File: config.mk
export PLATFORM = sky130hd
export DESIGN_NAME = vc_mul4
export DESIGN_NICKNAME = d
export VERILOG_FILES = /design/src/rtl/vc_mul4.sv
export SDC_FILE = /design/constraint.sdc
export NUM_CORES = 1
export LEC_CHECK = 0
export ABC_AREA = 1
export BUFFER_PORTS_ARGS = -buffer_cell sky130_fd_sc_hd__buf_4
export CORE_AREA = 2 2 39 41
export DETAILED_ROUTE_END_ITERATION = 8
export DIE_AREA = 0 0 41 43
export GPL_ROUTABILITY_DRIVEN = 0
export PLACE_DENSITY_LB_ADDON = 0.25
export SKIP_LAST_GASP = 1
export SLEW_MARGIN = 20
export SYNTH_ARGS = -nofsm -noshare
export SYNTH_HDL_FRONTEND = slang
export SYNTH_SLANG_ARGS = --single-unit
File: constraint.sdc
create_clock -name vclk -period 10.5
set_input_delay 2.1 -clock vclk [all_inputs]
set_output_delay 2.1 -clock vclk [all_outputs]
set_load 0.02 [all_outputs]
File: src/rtl/vc_mul4.sv
module vc_mul4 (
  input  logic [3:0] a_i,
  input  logic [3:0] b_i,
  output logic [7:0] prod_o
);
  localparam int OPW = 4;
  localparam int HW  = OPW / 2;
  localparam int PPW = 2 * HW;
  localparam int NPP = 4;
  localparam int A1W = PPW;
  localparam int A2W = A1W + HW;
  localparam int A3W = A2W + 1;

  // pp[0]=lo*lo, pp[1]=hi(a)*lo(b), pp[2]=lo(a)*hi(b), pp[3]=hi*hi
  logic [NPP-1:0][PPW-1:0] pp;

  for (genvar k = 0; k < NPP; k++) begin : g_sub
    localparam bit AHI = (k % 2) == 1;
    localparam bit BHI = (k / 2) == 1;
    logic [HW-1:0] x, y;
    logic c1;
    assign x = AHI ? a_i[OPW-1:HW] : a_i[HW-1:0];
    assign y = BHI ? b_i[OPW-1:HW] : b_i[HW-1:0];
    assign c1 = (x[1] & y[0]) & (x[0] & y[1]);
    assign pp[k] = {(x[1] & y[1]) & c1,
                    (x[1] & y[1]) ^ c1,
                    (x[1] & y[0]) ^ (x[0] & y[1]),
                    x[0] & y[0]};
  end

  logic [A1W-1:0] s1;
  logic           co1;
  always_comb begin
    logic c;
    c = 1'b0;
    for (int i = 0; i < A1W; i++) begin
      s1[i] = pp[1][i] ^ pp[2][i] ^ c;
      c     = (pp[1][i] & pp[2][i]) | (c & (pp[1][i] ^ pp[2][i]));
    end
    co1 = c;
  end

  logic [A2W-1:0] x2, y2, s2;
  logic           co2;
  assign x2 = {pp[3], {HW{1'b0}}};
  assign y2 = {{(A2W-A1W-1){1'b0}}, co1, s1};
  always_comb begin
    logic c;
    c = 1'b0;
    for (int i = 0; i < A2W; i++) begin
      s2[i] = x2[i] ^ y2[i] ^ c;
      c     = (x2[i] & y2[i]) | (c & (x2[i] ^ y2[i]));
    end
    co2 = c;
  end

  logic [A3W-1:0] x3, y3, s3;
  logic           co3;
  assign x3 = {co2, s2};
  assign y3 = {{(A3W-HW){1'b0}}, pp[0][PPW-1:HW]};
  always_comb begin
    logic c;
    c = 1'b0;
    for (int i = 0; i < A3W; i++) begin
      s3[i] = x3[i] ^ y3[i] ^ c;
      c     = (x3[i] & y3[i]) | (c & (x3[i] ^ y3[i]));
    end
    co3 = c;
  end

  assign prod_o = {s3[A2W-1:0], pp[0][HW-1:0]};

  always_comb begin

    low_bit_chk: assert (prod_o[0] == (a_i[0] & b_i[0]));

    for (int k = 0; k < NPP; k++) begin
      sub_range_chk: assert (pp[k] <= 4'd9);
    end

    if (a_i == '0 || b_i == '0) begin
      zero_operand_chk: assert (prod_o == '0);
    end

    if (a_i == 4'd1) begin
      unit_operand_chk: assert (prod_o == {4'd0, b_i});
    end

    no_overflow_chk: assert ({co3, s3[A3W-1]} == 2'b00);
  end
endmodule

==> flow_metrics.py <==
metrics = {
    "outcome": {
        "status": "finished clean",
    },
    "pwr": {
        "power.density_nw_per_um2": 59.2,
        "p_leak_nw": 0.494,
        "clock_power_share_pct": 0,
        "net-switching-power_w": 0.0000215,
        "pwr-share-comb_pct": 100.0,
        "switching_share_pct": 55.7,
        "intPower_w": 0.0000170,
        "peakVddDrop_mv": 0.0239,
        "p_seq_share_pct": 0,
    },
    "setup_path": {
        "worstPathCellList": "buf_4 -> nand2_1 -> inv_1 -> ha_1 -> fa_1 -> inv_1 -> fa_1 -> fa_1 -> fa_1 -> inv_1 -> fa_1 -> ha_1 -> inv_1 -> nand2_1 -> nand2_1 -> buf_4",
        "worstSetupStartpointType": "input port",
        "max_stage_delay_ns": 0.43,
        "required_ns": 8.40,
        "path_common_cell": "fa_1",
        "worstPathArrival_ns": 5.12,
        "endpoint_kind": "output pin",
        "path_class": "input port to output pin",
        "critPathSlowestCell": "fa_1",
        "path_max_fanout": 4,
    },
    "cells_and_area": {
        "fillers": 153,
        "layout-drive-gt1-share_pct": 17.2,
        "num-nets-final": 123,
        "regArea_sq_um": 0,
        "utilization_pct": 47.0,
        "n_clock_buffer": 0,
        "seq_cells": 0,
        "area_growth_pct": 27.5,
        "diodes": 0,
        "fin_cells": 109,
    },
    "grt": {
        "track_usage_pct": 11.6,
        "antenna_found_initial": 0,
        "grt_pass1_vias": 393,
        "gr-usage-met1_pct": 16.2,
        "grt_max_degree": 5,
        "grt_pass1_wl_mm": 1.53,
        "gr-usage-met2_pct": 20.3,
        "grt_overflow": 0,
        "top_usage_layer": "met2",
        "grt.met3_usage_pct": 0,
    },
    "synth": {
        "netlist_top_cells_area": "ha_1, inv_1, fa_1",
        "synthCells": 77,
        "syn_nets": 105,
        "yosysUniqueCellTypes": 5,
        "ys_seq_area_share_pct": 0,
        "synth.largest_area_cell": "ha_1",
        "yosysMostFrequentCell": "inv_1",
        "synth_top_area_share_pct": 34.3,
        "yosys-top-cells-count": "inv_1, nand2_1, ha_1",
        "netlist_area_sq_um": 510,
        "yosysWarnings": 0,
        "synth.avg_cell_area_sq_um": 6.63,
    },
    "clock_tree": {
        "cts-hold-fix-buffers": 0,
        "post_cts_buffers": 0,
        "cts_resized": 0,
    },
    "sta": {
        "fin_crit_sh_pct": 68.7,
        "period_needed_ns": 7.22,
        "rsz0062_at_grt": "false",
        "hold_viol": 0,
        "fin_tns_setup_ns": 0,
        "maxSlewHeadroom_pct": 93.3,
        "tightestPinTransition_ns": 0.101,
        "final_max_slew_viol_count": 0,
        "fmax_ghz": 0.139,
        "setup_viol": 0,
    },
    "min_path": {
        "hold_path_startpoint": "a_i[0]",
        "hold_depth": 4,
        "holdPathEnd": "prod_o[0]",
        "hold_path.class": "input port to output pin",
    },
    "die": {
        "start_util_pct": 36.9,
        "core_sq_um": 1380,
        "die_x_microns": 41,
        "die_h_microns": 43,
        "die-area_sq_um": 1760,
        "io_pins": 16,
        "rows": 14,
    },
    "place": {
        "dp.cells": 109,
        "io_buffers": 16,
        "dp_hpwl_microns": 797,
    },
    "routing": {
        "avgViaCountPerCell": 4.10,
        "first_pass_iters": 2,
        "vias": 447,
        "drc": 0,
        "wl_microns": 833,
        "drt-wirelength-per-cell_microns": 7.64,
        "initialDrtViolationCount": 4,
        "antenna_left": 0,
    },
    "flow_run": {
        "cap_viol_max_count": 0,
    },
}
## cell families after synthesis
| kind of cell | after synthesis | share of synthesized area (%) |
|---|---|---|
| and+or+nand+nor | 22 | 16.4 |
| buffers and inverters | 35 | 25.7 |
| adders and majority gates | 20 | 57.8 |
## stage by stage
step / worst slack [ns] / hold slack (ns) / total power, W / area, sq um
6_report: 3.28 / 4.51 / 0.0000385 / 651
2_1_floorplan: 3.55 / 4.32 / 0.0000250 / 510
4_1_cts: 3.27 / 4.51 / 0.0000393 / 651
5_1_grt: 3.13 / 4.53 / 0.0000442 / 651
3_5_place_dp: 3.28 / 4.51 / 0.0000388 / 651
3_3_place_gp: 3.29 / 4.51 / 0.0000386 / 651
## power groups by stage
stage	clock [W]	combinational (W)	sequential, W
finish	0	0.0000385	0
detailed placement	0	0.0000388	0
global route	0	0.0000442	0
floorplan	0	0.0000250	0
CTS	0	0.0000393	0
global placement	0	0.0000386	0
## cell usage in the layout, fill, tap and decap left out, drive strengths merged
master / count
ha: 14
buf: 16
fa: 6
nand2: 21
inv: 35
nand3: 1
## worst max-delay path by stage
stage / startpoint / to / slack, ns / cells after the start
detailed placement: b_i[0] / prod_o[7] / 3.28 / 16
finish: b_i[0] / prod_o[7] / 3.28 / 16
CTS: b_i[0] / prod_o[7] / 3.27 / 16
floorplan: b_i[0] / prod_o[7] / 3.55 / 14
global placement: b_i[0] / prod_o[7] / 3.29 / 15
global route: b_i[0] / prod_o[7] / 3.13 / 18
## cell type report
type,instances,area (sq um),area share [%]
Inverter,35,131,20.2
Multi-Input combinational cell,42,379,58.3
Tap cell,16,20.0,3.08
Timing Repair Buffer,16,120,18.5
## worst max-delay path, delay by kind of cell
family / cells / cell delay (ns)
adder cells (fa/ha/maj): 7 / 2.37
buffers and inverters: 6 / 0.50
AND/OR/NAND/NOR: 3 / 0.15
## routing by layer
metal / share of wire, % / vias up / routed length, microns
met5: 0 / - / 0
met4: 0 / 0 / 0
met3: 2.5 / 0 / 21
met2: 48 / 6 / 401
met1: 49 / 198 / 411
li1: - / 243 / -
(Power assumes the default switching activity.)
